`config.mk`:
```
export PLATFORM = sky130hd
export DESIGN_NAME = spi_client_rx
export DESIGN_NICKNAME = d
export VERILOG_FILES = /design/src/rtl/spi_crx_pkg.sv /design/src/rtl/spi_crx_sync.sv /design/src/rtl/spi_crx_edge.sv /design/src/rtl/spi_crx_rx.sv /design/src/rtl/spi_crx_tx.sv /design/src/rtl/spi_client_rx.sv
export SDC_FILE = /design/constraint.sdc
export NUM_CORES = 1
export LEC_CHECK = 0
export BUFFER_PORTS_ARGS = -buffer_cell sky130_fd_sc_hd__buf_2
export CORE_AREA = 2 2 98 53
export CTS_CLUSTER_SIZE = 10
export DETAILED_ROUTE_END_ITERATION = 7
export DIE_AREA = 0 0 100 55
export PLACE_DENSITY = 0.73
export RECOVER_POWER = 50
export SLEW_MARGIN = 10
export SYNTH_ARGS = -nofsm -noshare
export SYNTH_HDL_FRONTEND = slang
export SYNTH_SLANG_ARGS = --single-unit
```
`constraint.sdc`:
```
create_clock -name clk -period 3.1 [get_ports clk]
set_input_delay 0.62 -clock clk [delete_from_list [all_inputs] [get_ports clk]]
set_output_delay 0.62 -clock clk [all_outputs]
set_load 0.01 [all_outputs]
```
`src/rtl/spi_crx_pkg.sv`:
```
`timescale 1ns/1ps
package spi_crx_pkg;

  // Events produced by the edge detector for the datapath.
  typedef struct packed {
    logic sel;        // synchronised select active
    logic sel_start;  // first cycle of a selection
    logic sample_ev;  // capture one input bit
    logic shift_ev;   // present the next output bit
  } bus_ev_t;

  // Mode bit 1: clock rests high, leading edge is falling.
  function automatic logic idle_high(input logic [1:0] mode);
    return mode[1];
  endfunction

  // Mode bit 0: sample on trailing edge, shift on leading edge.
  function automatic logic late_sample(input logic [1:0] mode);
    return mode[0];
  endfunction

endpackage

```
`src/rtl/spi_crx_sync.sv`:
```
`timescale 1ns/1ps
module spi_crx_sync #(
  parameter int   STAGES  = 2,
  parameter logic RST_VAL = 1'b0
) (
  input  logic clk,
  input  logic rst_n,
  input  logic d,
  output logic q
);

  logic [STAGES-1:0] pipe;

  always_ff @(posedge clk or negedge rst_n) begin
    if (!rst_n) pipe <= {STAGES{RST_VAL}};
    else        pipe <= {pipe[STAGES-2:0], d};
  end

  assign q = pipe[STAGES-1];

endmodule

```
`src/rtl/spi_crx_edge.sv`:
```
`timescale 1ns/1ps
module spi_crx_edge
  import spi_crx_pkg::*;
(
  input  logic       clk,
  input  logic       rst_n,
  input  logic       sck_s,
  input  logic       ss_n_s,
  input  logic [1:0] mode,
  output bus_ev_t    ev
);

  logic sck_q;
  logic sel_q;
  logic rise, fall, lead, trail, sel;

  always_ff @(posedge clk or negedge rst_n) begin
    if (!rst_n) begin
      sck_q <= 1'b0;
      sel_q <= 1'b0;
    end else begin
      sck_q <= sck_s;
      sel_q <= sel;
    end
  end

  always_comb begin
    sel   = ~ss_n_s;
    rise  = sck_s & ~sck_q;
    fall  = ~sck_s & sck_q;
    lead  = idle_high(mode) ? fall : rise;
    trail = idle_high(mode) ? rise : fall;
    ev.sel       = sel;
    ev.sel_start = sel & ~sel_q;
    ev.sample_ev = sel & (late_sample(mode) ? trail : lead);
    ev.shift_ev  = sel & (late_sample(mode) ? lead : trail);
  end

endmodule

```
`src/rtl/spi_crx_rx.sv`:
```
`timescale 1ns/1ps
module spi_crx_rx #(
  parameter int DATA_W = 8,
  localparam int CNT_W = (DATA_W > 1) ? $clog2(DATA_W) : 1
) (
  input  logic              clk,
  input  logic              rst_n,
  input  logic              sel,
  input  logic              sample_ev,
  input  logic              mosi_s,
  input  logic              lsb_first,
  input  logic              flag_clr,
  output logic [DATA_W-1:0] rx_data,
  output logic              done_flag,
  output logic              byte_done,
  output logic [CNT_W-1:0]  bit_cnt
);

  logic [DATA_W-1:0] sr;
  logic [DATA_W-1:0] sr_nxt;
  logic              last_bit;

  // Insert a new bit at the end the chosen order fills from.
  function automatic logic [DATA_W-1:0] shift_in(input logic [DATA_W-1:0] v,
                                                 input logic b,
                                                 input logic lsb);
    return lsb ? {b, v[DATA_W-1:1]} : {v[DATA_W-2:0], b};
  endfunction

  assign sr_nxt    = shift_in(sr, mosi_s, lsb_first);
  assign last_bit  = (bit_cnt == CNT_W'(DATA_W-1));
  assign byte_done = sample_ev & last_bit;

  always_ff @(posedge clk or negedge rst_n) begin
    if (!rst_n) begin
      sr      <= '0;
      bit_cnt <= '0;
    end else if (!sel) begin
      sr      <= '0;
      bit_cnt <= '0;
    end else if (sample_ev) begin
      sr      <= sr_nxt;
      bit_cnt <= last_bit ? '0 : bit_cnt + CNT_W'(1);
    end
  end

  always_ff @(posedge clk or negedge rst_n) begin
    if (!rst_n) begin
      rx_data   <= '0;
      done_flag <= 1'b0;
    end else begin
      if (byte_done) rx_data <= sr_nxt;
      if (byte_done)     done_flag <= 1'b1;
      else if (flag_clr) done_flag <= 1'b0;
    end
  end

endmodule

```
`src/rtl/spi_crx_tx.sv`:
```
`timescale 1ns/1ps
module spi_crx_tx #(
  parameter int DATA_W = 8
) (
  input  logic              clk,
  input  logic              rst_n,
  input  logic              sel,
  input  logic              sel_start,
  input  logic              shift_ev,
  input  logic              at_boundary,
  input  logic              late,
  input  logic              lsb_first,
  input  logic [DATA_W-1:0] reply_data,
  input  logic              reply_wr,
  output logic              miso_q
);

  logic [DATA_W-1:0] reply_q;
  logic              pending;
  logic [DATA_W-1:0] tx_sr;
  logic [DATA_W-1:0] src;
  logic              take;

  function automatic logic head(input logic [DATA_W-1:0] v, input logic lsb);
    return lsb ? v[0] : v[DATA_W-1];
  endfunction

  function automatic logic [DATA_W-1:0] advance(input logic [DATA_W-1:0] v,
                                                input logic lsb);
    return lsb ? (v >> 1) : (v << 1);
  endfunction

  // A byte starts when the selection opens in early modes, or on a
  // shift edge that falls between bytes.
  assign src  = pending ? reply_q : '0;
  assign take = (sel_start & ~late) | (shift_ev & at_boundary);

  always_ff @(posedge clk or negedge rst_n) begin
    if (!rst_n) begin
      reply_q <= '0;
      pending <= 1'b0;
    end else begin
      if (reply_wr) reply_q <= reply_data;
      if (reply_wr)  pending <= 1'b1;
      else if (take) pending <= 1'b0;
    end
  end

  always_ff @(posedge clk or negedge rst_n) begin
    if (!rst_n) begin
      miso_q <= 1'b0;
      tx_sr  <= '0;
    end else if (!sel) begin
      miso_q <= 1'b0;
      tx_sr  <= '0;
    end else if (take) begin
      miso_q <= head(src, lsb_first);
      tx_sr  <= advance(src, lsb_first);
    end else if (shift_ev) begin
      miso_q <= head(tx_sr, lsb_first);
      tx_sr  <= advance(tx_sr, lsb_first);
    end
  end

endmodule

```
`src/rtl/spi_client_rx.sv`:
```
`timescale 1ns/1ps
module spi_client_rx
  import spi_crx_pkg::*;
#(
  parameter int DATA_W      = 8,
  parameter int SYNC_STAGES = 2,
  localparam int CNT_W      = (DATA_W > 1) ? $clog2(DATA_W) : 1
) (
  input  logic              clk,
  input  logic              rst_n,
  input  logic              sck_in,
  input  logic              mosi_in,
  input  logic              ss_n_in,
  input  logic [1:0]        cfg_mode,
  input  logic              cfg_lsb_first,
  input  logic [DATA_W-1:0] reply_data,
  input  logic              reply_wr,
  input  logic              flag_clr,
  output logic [DATA_W-1:0] rx_data,
  output logic              done_flag,
  output logic              miso_out,
  output logic              miso_oe
);

  // Index 0: serial clock, 1: data in, 2: select (rests high).
  logic [2:0] pins_raw;
  logic [2:0] pins_s;

  assign pins_raw = {ss_n_in, mosi_in, sck_in};

  for (genvar g = 0; g < 3; g++) begin : g_sync
    spi_crx_sync #(
      .STAGES (SYNC_STAGES),
      .RST_VAL(g == 2)
    ) u_sync (
      .clk  (clk),
      .rst_n(rst_n),
      .d    (pins_raw[g]),
      .q    (pins_s[g])
    );
  end

  // Internal events, named for the checker.
  bus_ev_t          ev;
  logic             sel;
  logic             byte_done;
  logic [CNT_W-1:0] bit_cnt;
  logic             miso_q;

  spi_crx_edge u_edge (
    .clk   (clk),
    .rst_n (rst_n),
    .sck_s (pins_s[0]),
    .ss_n_s(pins_s[2]),
    .mode  (cfg_mode),
    .ev    (ev)
  );

  assign sel = ev.sel;

  spi_crx_rx #(.DATA_W(DATA_W)) u_rx (
    .clk      (clk),
    .rst_n    (rst_n),
    .sel      (ev.sel),
    .sample_ev(ev.sample_ev),
    .mosi_s   (pins_s[1]),
    .lsb_first(cfg_lsb_first),
    .flag_clr (flag_clr),
    .rx_data  (rx_data),
    .done_flag(done_flag),
    .byte_done(byte_done),
    .bit_cnt  (bit_cnt)
  );

  spi_crx_tx #(.DATA_W(DATA_W)) u_tx (
    .clk        (clk),
    .rst_n      (rst_n),
    .sel        (ev.sel),
    .sel_start  (ev.sel_start),
    .shift_ev   (ev.shift_ev),
    .at_boundary(bit_cnt == '0),
    .late       (late_sample(cfg_mode)),
    .lsb_first  (cfg_lsb_first),
    .reply_data (reply_data),
    .reply_wr   (reply_wr),
    .miso_q     (miso_q)
  );

  assign miso_oe  = sel;
  assign miso_out = sel & miso_q;

endmodule

```
Word level (Yosys, flattened, before mapping)
Cells that the tools add are included.
Word-level totals
  flip-flop bits (word level): 46
  bits of input ports: 18
  output and inout bits: 11
Cells by class
  reduce and logical (&&, ||, !) cells: 5
  bitwise logic cells: 15
  add/sub/neg operators: 1
  multiplexer cells: 25
  equality and inequality tests: 1
Operators by type and width (count)
  $mux 8: 9
  $mux 1: 13
  $and 1x1->1: 9
  $mux 3: 3
  $reduce_bool 2->1: 3
  $not 1->1: 5
  $add 3x1->3 const B: 1
  $eq 3x3->1 const B: 1
  $logic_not 3->1: 1
  $reduce_bool 3->1: 1
  $or 1x1->1: 1

Logic depth before layout (Yosys ltp)
Gate-level depths: netlist (run 1).
  depth in word-level cells: 9
  mapped depth: 6
  depth with buffers taken out: 5

By module
From an unflattened synthesis (run 1), not the netlist that was laid out.
Unflattened totals
  cells, all modules: 178
  area, all modules: 2180.8 um^2
By module, submodules not included
  spi_crx_tx: cells an instance 81, instances 1, seq. area each 450.4 um^2, area each 996.0 um^2
  spi_crx_rx: cells an instance 79, instances 1, seq. area each 500.5 um^2, area each 904.6 um^2
  spi_crx_edge: cells an instance 10, instances 1, seq. area each 50.0 um^2, area each 111.4 um^2
  spi_crx_sync (g_sync[0].u_sync ...): cells an instance 2, instances 2, seq. area each 50.0 um^2, area each 50.0 um^2
  spi_crx_sync (g_sync[2].u_sync): cells an instance 2, instances 1, seq. area each 52.6 um^2, area each 52.6 um^2
  spi_client_rx: cells an instance 2, instances 1, seq. area each 0.0 um^2, area each 16.3 um^2

Worst setup path before layout (run 1)
OpenSTA, ideal clock, no wires.
  kind: input port to flip-flop
  start point: input port cfg_mode[1]
  end point: register u_tx.miso_q
  data required time: 2.975 ns
  library setup time: 0.125 ns
  cell stages on the path: 4
  path buffers: 0
  arrival time: 1.734 ns
  path slack: 1.241 ns
  cells stage by stage: xor2_2 mux2i_2 a21oi_4 mux2_4
Between the ends
  cells in the longest elaborated chain, start to end: 7
  elaborated cells on any way between the ends: 9
  those cells by class: mux: 5; bitwise: 3; reduce/logical: 1
Ends and longest elaborated chain
  from (decl): RTL line spi_client_rx.sv:14  | input logic [1:0] cfg_mode,
  $mux 1 (on tied branches): RTL line spi_crx_edge.sv:32, spi_crx_edge.sv:31
  $mux 1 (*): RTL line spi_crx_edge.sv:36  | ev.shift_ev = sel & (late_sample(mode) ? lead : trail);
  $and 1x1->1 (*): RTL line spi_crx_edge.sv:36
  $and 1x1->1: RTL line spi_crx_tx.sv:36  | assign take = (sel_start & ~late) | (shift_ev & at_boundary);
  $or 1x1->1: RTL line spi_crx_tx.sv:36
  $mux 1: RTL line spi_crx_tx.sv:56  | end else if (take) begin
  $mux 1: RTL line spi_crx_tx.sv:53  | end else if (!sel) begin
  to (signal assigned): RTL line spi_crx_tx.sv:57  | miso_q <= head(src, lsb_first);
  to (signal assigned): RTL line spi_crx_tx.sv:60  | miso_q <= head(tx_sr, lsb_first);
  to (decl): RTL line spi_crx_tx.sv:15  | output logic miso_q
Mark *: on every way between the ends. The rest lies on a longest branch, timed or not.
A chain may end at the register's enable or synchronous reset.

Worst setup path after layout (run 1)
  start point: register g_sync[2].u_sync.pipe[1]
  end point: output port miso_oe
Between the ends
  cells in the longest elaborated chain, start to end: 1
Ends and longest elaborated chain
  from (decl): RTL line spi_crx_sync.sv:12  | logic [STAGES-1:0] pipe;
  from (signal assigned): RTL line spi_crx_sync.sv:15  | if (!rst_n) pipe <= {STAGES{RST_VAL}};
  from (signal assigned): RTL line spi_crx_sync.sv:16  | else pipe <= {pipe[STAGES-2:0], d};
  $not 1->1: RTL line spi_crx_edge.sv:28  | sel = ~ss_n_s;
  to (decl): RTL line spi_client_rx.sv:22  | output logic miso_oe
Every way passes these cells.

==> flow_summary_export.csv, run 1 <==
group,metric,value,unit
outcome,status,"completed",
sta,fin_crit_sh,69.1,%
power,finalPower,0.00127,W
clock_tree,cts_buffer_depth,2,
sta,fin_crit,2140,ps
yosys,ys_ff_latch,46,
yosys,synth_flop_cell,"dfrtp_1",
power,power.density,512,mW/mm²
clock_tree,root_buffer,"clkbuf_8",
placed_design,gp_congestion,0.791,
power,ir_drop,0.218,mV
yosys,ys_seq_area_share,52.1,%
route,route.vias.total,1477,
yosys,synth.cell_area,0.00222,mm²
cells_and_area,drive_above_1_share,31.4,%
sta,rsz0062_at_grt,"no",
route,via_per_inst,5.59,
sta,fmax,467,MHz
power,p_leak,1.15,nW
cells_and_area,synthToLayoutAreaGrowth,11.8,%
job,max_cap_viol_count,0,
sta,setup_viol_count_final,0,
clock_tree,cts_buffers,5,
critical_path,critPathMaxFanout,13,
yosys,yosysUniqueCellTypes,33,
cells_and_area,n_antenna_cell,0,
yosys,syn_inst,179,
placed_design,dpl.hpwl,3.01,mm
clock_tree,cts_tree,"done",
yosys,synth_edf_count,0,
critical_path,worstPathRequired,2480,ps
route,drcViolationCount,0,
min_path,hp-class,"register to register",
clock_tree,postCtsSetupRepairBufs,0,
placed_design,port_buffers,28,
floorplanning,core_area,0.00468,mm²
yosys,avgSynthCellArea,12.4,µm²
global_routing,grt_use_met3,5.03,%
route,drt_iter0_markers,116,
placed_design,placed_cell_area,0.00237,mm²
floorplanning,die_w,100,µm
clock_tree,cts_hold_buf,0,
global_routing,grt_pass1_vias,1299,
floorplanning,die_area,0.00550,mm²
sta,tns,0,ps
yosys,synthArstFlopShare,100,%
critical_path,r2r_slack,1270,ps
clock_tree,htree_levels,2,
floorplanning,io_pins,29,
route,detail_route.first_pass.iterations,4,
clock_tree,cts_resized,0,
floorplanning,die_h,55,µm
sta,drv_slew,0,
route,wl_per_cell,16.2,µm
floorplanning,rows,18,
critical_path,crit_arrival,1520,ps
sta,clock_skew,8.09,ps
sta,holdWs,361,ps
global_routing,grt_util_met2,22.0,%
critical_path,critPathKind,"register to output pin",
global_routing,top_usage_layer,"met1",
critical_path,worst_setup_path_end_kind,"output pin",
route,drt-total-wl,4.28,mm
cells_and_area,fillers,405,
sta,slew_headroom,32.4,%
critical_path,start_kind,"register",
cells_and_area,finish.instance_area,0.00248,mm²
global_routing,grt_overflow,0,
global_routing,met1_usage,26.0,%
clock_tree,clk_pin_slew,80,ps
cells_and_area,num-nets-final,224,
global_routing,antenna_found_initial,0,
clock_tree,clock_sinks,46,
global_routing,grt.total_usage,17.0,%
yosys,synthesis.nets,200,
route,antenna_left,0,
sta,hold_viol,0,
floorplanning,start_util,47.3,%
global_routing,grt_max_degree,47,
sta,worst_pin_slew,1010,ps
clock_tree,clk_latency,300,ps
global_routing,grt_pass1_wl,6.78,mm
yosys,yosysWarnings,0,
==> routing by layer <==
layer	part of all wire (%)	wire, µm
met1	52	2240
met3	6.8	292
met5	0	0
met2	39	1690
met4	1.4	60
==> worst paths after layout <==
path / startpoint / end / cells past startpoint
min in group asynchronous: rst_n / g_sync[1].u_sync.pipe[0] / 1
worst max-delay path: g_sync[2].u_sync.pipe[1] / miso_oe / 2
max in group asynchronous: rst_n / u_rx.bit_cnt[2] / 1
worst min register to register: g_sync[0].u_sync.pipe[0] / g_sync[0].u_sync.pipe[1] / 0
worst max register to register: g_sync[0].u_sync.pipe[1] / u_rx.sr[5] / 4
worst min-delay path: g_sync[0].u_sync.pipe[0] / g_sync[0].u_sync.pipe[1] / 0
==> metrics by stage <==
stage | instances | setup WS, ps | utilization [%]
4_1_cts | 264 | 1060 | 52.9
5_1_grt | 264 | 853 | 52.9
6_report | 264 | 957 | 52.9
3_3_place_gp | 256 | 855 | 50.6
3_5_place_dp | 256 | 778 | 50.6
2_1_floorplan | 179 | 1240 | -
==> cell usage after synthesis, drive strengths merged, types with 2 or more instances <==
cell type | n | area share, %
nand4 | 8 | 2.3
dfrtp | 44 | 50
o21ai | 8 | 1.8
o2bb2ai | 8 | 3.2
ha | 3 | 1.7
mux2i | 26 | 12
o31ai | 9 | 3.0
clkbuf | 3 | 0.51
nor2b | 3 | 0.85
a22o | 2 | 0.79
a21bo | 8 | 3.6
or2 | 2 | 0.57
dfstp | 2 | 2.4
mux2 | 16 | 8.3
nand3 | 2 | 0.45
inv | 5 | 0.85
a21oi | 2 | 0.96
nor2 | 3 | 0.51
nand2 | 9 | 1.5
buf | 10 | 2.8
==> where the power goes <==
group	leakage (nW)	total, W	switching [W]	internal, W
clock network	0.0524	0.000436	0.000195	0.000241
registers	0.594	0.000659	0.0000266	0.000632
logic	0.504	0.000173	0.0000925	0.0000808
==> critical path, cell delays in order, from the launching register on <==
cell,delay [ps]
dfstp_1,690
inv_1,300
buf_2,230
==> layout make-up <==
class | count | area (µm²) | share of cell area, %
Multi-Input combinational cell | 115 | 970 | 39.1
Clock buffer | 7 | 76.3 | 3.08
Tap cell | 60 | 75.1 | 3.03
Timing Repair Buffer | 30 | 154 | 6.21
Inverter | 5 | 18.8 | 0.758
Sequential cell | 46 | 1150 | 46.6
Clock inverter | 1 | 30.0 | 1.21
==> layout by cell type (no fill, tap or decap), types with 2 or more instances in the layout <==
| cell type | instances |
|---|---|
| clkbuf_1 | 3 |
| dfrtp_1 | 44 |
| inv_1 | 5 |
| mux2_2 | 15 |
| a21bo_2 | 8 |
| a22o_1 | 2 |
| buf_4 | 2 |
| buf_2 | 27 |
| o21ai_0 | 8 |
| nor2b_1 | 3 |
| mux2i_1 | 25 |
| nand4_1 | 8 |
| ha_1 | 3 |
| nor2_1 | 3 |
| o2bb2ai_1 | 8 |
| o31ai_1 | 9 |
| clkbuf_8 | 5 |
| nand3_1 | 2 |
| nand2_1 | 9 |
==> flip-flops by register name (all words and copies together) (netlist names) <==
register            count
u_edge.sck_q            1
u_edge.sel_q            1
u_tx.reply_q            8
u_rx.sr                 8
u_rx.bit_cnt            3
u_tx.pending            1
u_tx.tx_sr              8
u_rx.done_flag          1
u_rx.rx_data            8
g_sync.u_sync.pipe      6
u_tx.miso_q             1
==> cell families after synthesis <==
| group | Yosys count | share of synthesized area, % |
|---|---|---|
| AO/OA/AOI/OAI | 39 | 14.1 |
| XOR/XNOR | 1 | 0.734 |
| AND/OR/NAND/NOR | 30 | 7.06 |
| flip-flops | 46 | 52.1 |
| adder cells (fa/ha/maj) | 3 | 1.69 |
| buffers and inverters | 18 | 4.18 |
| multiplexers | 42 | 20.2 |
Power figures use the tool's default switching activity.
==> run 2: changes to the inputs <==
--- a/config.mk
+++ b/config.mk
@@ -10,7 +10,7 @@
 export CTS_CLUSTER_SIZE = 10
 export DETAILED_ROUTE_END_ITERATION = 7
 export DIE_AREA = 0 0 100 55
-export PLACE_DENSITY = 0.73
+export PLACE_DENSITY = 0.76
 export RECOVER_POWER = 50
 export SLEW_MARGIN = 10
 export SYNTH_ARGS = -nofsm -noshare
==> constraint.sdc (replaced) <==
create_clock -name clk -period 1.95 [get_ports clk]
set_input_delay 0.39 -clock clk [delete_from_list [all_inputs] [get_ports clk]]
set_output_delay 0.39 -clock clk [all_outputs]
set_load 0.01 [all_outputs]
==> run 2 against run 1 <==
Effect of this change:
- count of clock-buffer cells in the layout shrank 1
- critical path depth is the same
- sequential share of layout area shrank 1.2 points
- cell area grew 2.6%
- worst hold slack lost 180 ps
- via count grew 1.2%
- die area is the same
- setup slack lost 750 ps
- cell count grew 1.5%
- power grew 74%
==> flow_summary_export.csv, run 2 (synthesized netlist as in run 1, its figures left out) <==
group,metric,value,unit
outcome,status,"completed",
route,drt_iter0_markers,147,
cells_and_area,finish.utilization,54.2,%
critical_path,worstReg2RegStart,"g_sync[2].u_sync.pipe[1]",
power,intPower,0.00169,W
power,switching_share,23.7,%
sta,hold_viol,0,
critical_path,crit_arrival,1350,ps
sta,fin_crit_sh,89.4,%
placed_design,placed_cell_area,0.00241,mm²
floorplanning,die_area,0.00550,mm²
power,pwr-share-seq,47.6,%
floorplanning,start_util,47.3,%
route,antenna_left,0,
global_routing,grt_overflow,0,
critical_path,path_depth,2,
route,drt-total-wl,4.51,mm
power,p_leak,1.19,nW
critical_path,worst_setup_path_end_kind,"output pin",
cells_and_area,final_common_cell,"dfrtp_1",
min_path,holdPathEnd,"g_sync[2].u_sync.pipe[0]",
route,route.vias.total,1494,
sta,drv_slew,0,
critical_path,rr_endpoint,"u_rx.rx_data[7]",
cells_and_area,synthToLayoutAreaGrowth,14.7,%
placed_design,pre_cts_slack,147,ps
cells_and_area,regArea,0.00115,mm²
placed_design,gp_congestion,0.791,
critical_path,cp_top_family,"flip-flops",
clock_tree,postCtsSetupRepairBufs,0,
floorplanning,core_area,0.00468,mm²
cells_and_area,n_antenna_cell,0,
sta,fmax,574,MHz
critical_path,critical_path_buf_inv_count,2,
route,via_per_inst,5.57,
placed_design,port_buffers,28,
clock_tree,clk_pin_slew,90,ps
sta,clock_skew,6.05,ps
job,max_cap_viol_count,0,
global_routing,grt_max_degree,28,
critical_path,critical-path-max-stage-delay,610,ps
global_routing,grt_pass1_vias,1393,
power,power.density,869,mW/mm²
critical_path,worstPathRequired,1560,ps
power,ir_drop,0.349,mV
clock_tree,root_buffer,"clkbuf_8",
floorplanning,die_w,100,µm
clock_tree,htree_levels,2,
cells_and_area,multi_input_area,970,µm²
cells_and_area,drive_above_1_share,34.1,%
min_path,hp-class,"primary input to register",
global_routing,antenna_found_initial,0,
route,wl_per_cell,16.8,µm
min_path,min_from,"ss_n_in",
route,detail_route.first_pass.iterations,4,
sta,fin_ws,206,ps
route,drcViolationCount,0,
sta,slew_headroom,31.7,%
clock_tree,cts_resized,0,
critical_path,crit_chain,"inv_1 -> buf_2",
min_path,whs_path_depth,1,
cells_and_area,num-nets-final,228,
cells_and_area,final_cell_mix,"dfrtp_1 (44), buf_2 (27), mux2i_1 (25)",
placed_design,dpl.hpwl,3.21,mm
critical_path,critPathKind,"register to output pin",
floorplanning,rows,18,
sta,rsz0062_at_grt,"no",
global_routing,grt.total_usage,17.9,%
clock_tree,clock_sinks,46,
clock_tree,cts_buffer_depth,2,
sta,fin_crit,1740,ps
global_routing,grt_pass1_wl,7.33,mm
floorplanning,die_h,55,µm
power,p_comb_share,12.9,%
power,p_sw,0.000523,W
clock_tree,cts_tree,"done",
floorplanning,io_pins,29,
sta,tns,0,ps
clock_tree,cts_hold_buf,0,
critical_path,reg2reg_depth,4,
sta,worst_pin_slew,1020,ps
sta,setup_viol_count_final,0,
critical_path,r2r_slack,280,ps
critical_path,cpMaxStageDelayCell,"dfstp_2",
critical_path,critPathMaxFanout,13,
cells_and_area,fillers,412,
power,clockPowerShare,39.6,%
cells_and_area,finish.instance_area,0.00254,mm²
clock_tree,cts_buffers,5,
clock_tree,clk_latency,300,ps
critical_path,start_kind,"register",
[run 2: changes by cell type in the layout (fill, tap and decap cells not counted), sizes merged]
cell / change
buf: +3
bufinv: +1
[run 2: worst max-delay path by stage]
stage                                  start         endpoint  slack (ps)
floorplan                        cfg_mode[1]      u_tx.miso_q         320
global placement                 cfg_mode[1]  u_rx.bit_cnt[2]         180
detailed placement               cfg_mode[1]  u_rx.bit_cnt[1]         150
CTS                 g_sync[2].u_sync.pipe[1]          miso_oe         200
global route        g_sync[2].u_sync.pipe[1]  u_rx.rx_data[1]          70
finish              g_sync[2].u_sync.pipe[1]          miso_oe         210
[run 2: area by class of cell]
type | instances | area share [%]
timing repair buffer | 34 | 7.14
inverter | 5 | 0.739
tap | 60 | 2.95
sequential | 46 | 45.4
clock inverter | 2 | 2.36
clock buffer | 6 | 3.25
multi-input combinational | 115 | 38.2
[run 2: power groups by stage]
stage	logic (W)	clock network, W	registers [W]
floorplan	0.000212	0	0.00105
global placement	0.000278	0	0.00107
finish	0.000285	0.000874	0.00105
CTS	0.000290	0.000887	0.00105
global route	0.000309	0.000920	0.00106
detailed placement	0.000287	0	0.00107
[run 2: layer usage]
layer  wire, µm  track usage (%)  share of wire [%]
met1       2320             28.1                 52
met2       1860             23.6                 41
met3        261             4.15                5.8
met4         66             6.85                1.5
met5          0                0                  0
[run 2: metrics by stage]
step / hold slack (ps) / cells / total power [W]
floorplan: 94.4 / 179 / 0.00126
global placement: 333 / 260 / 0.00134
detailed placement: 336 / 260 / 0.00135
CTS: 37.3 / 268 / 0.00223
global route: 167 / 268 / 0.00229
finish: 176 / 268 / 0.00221
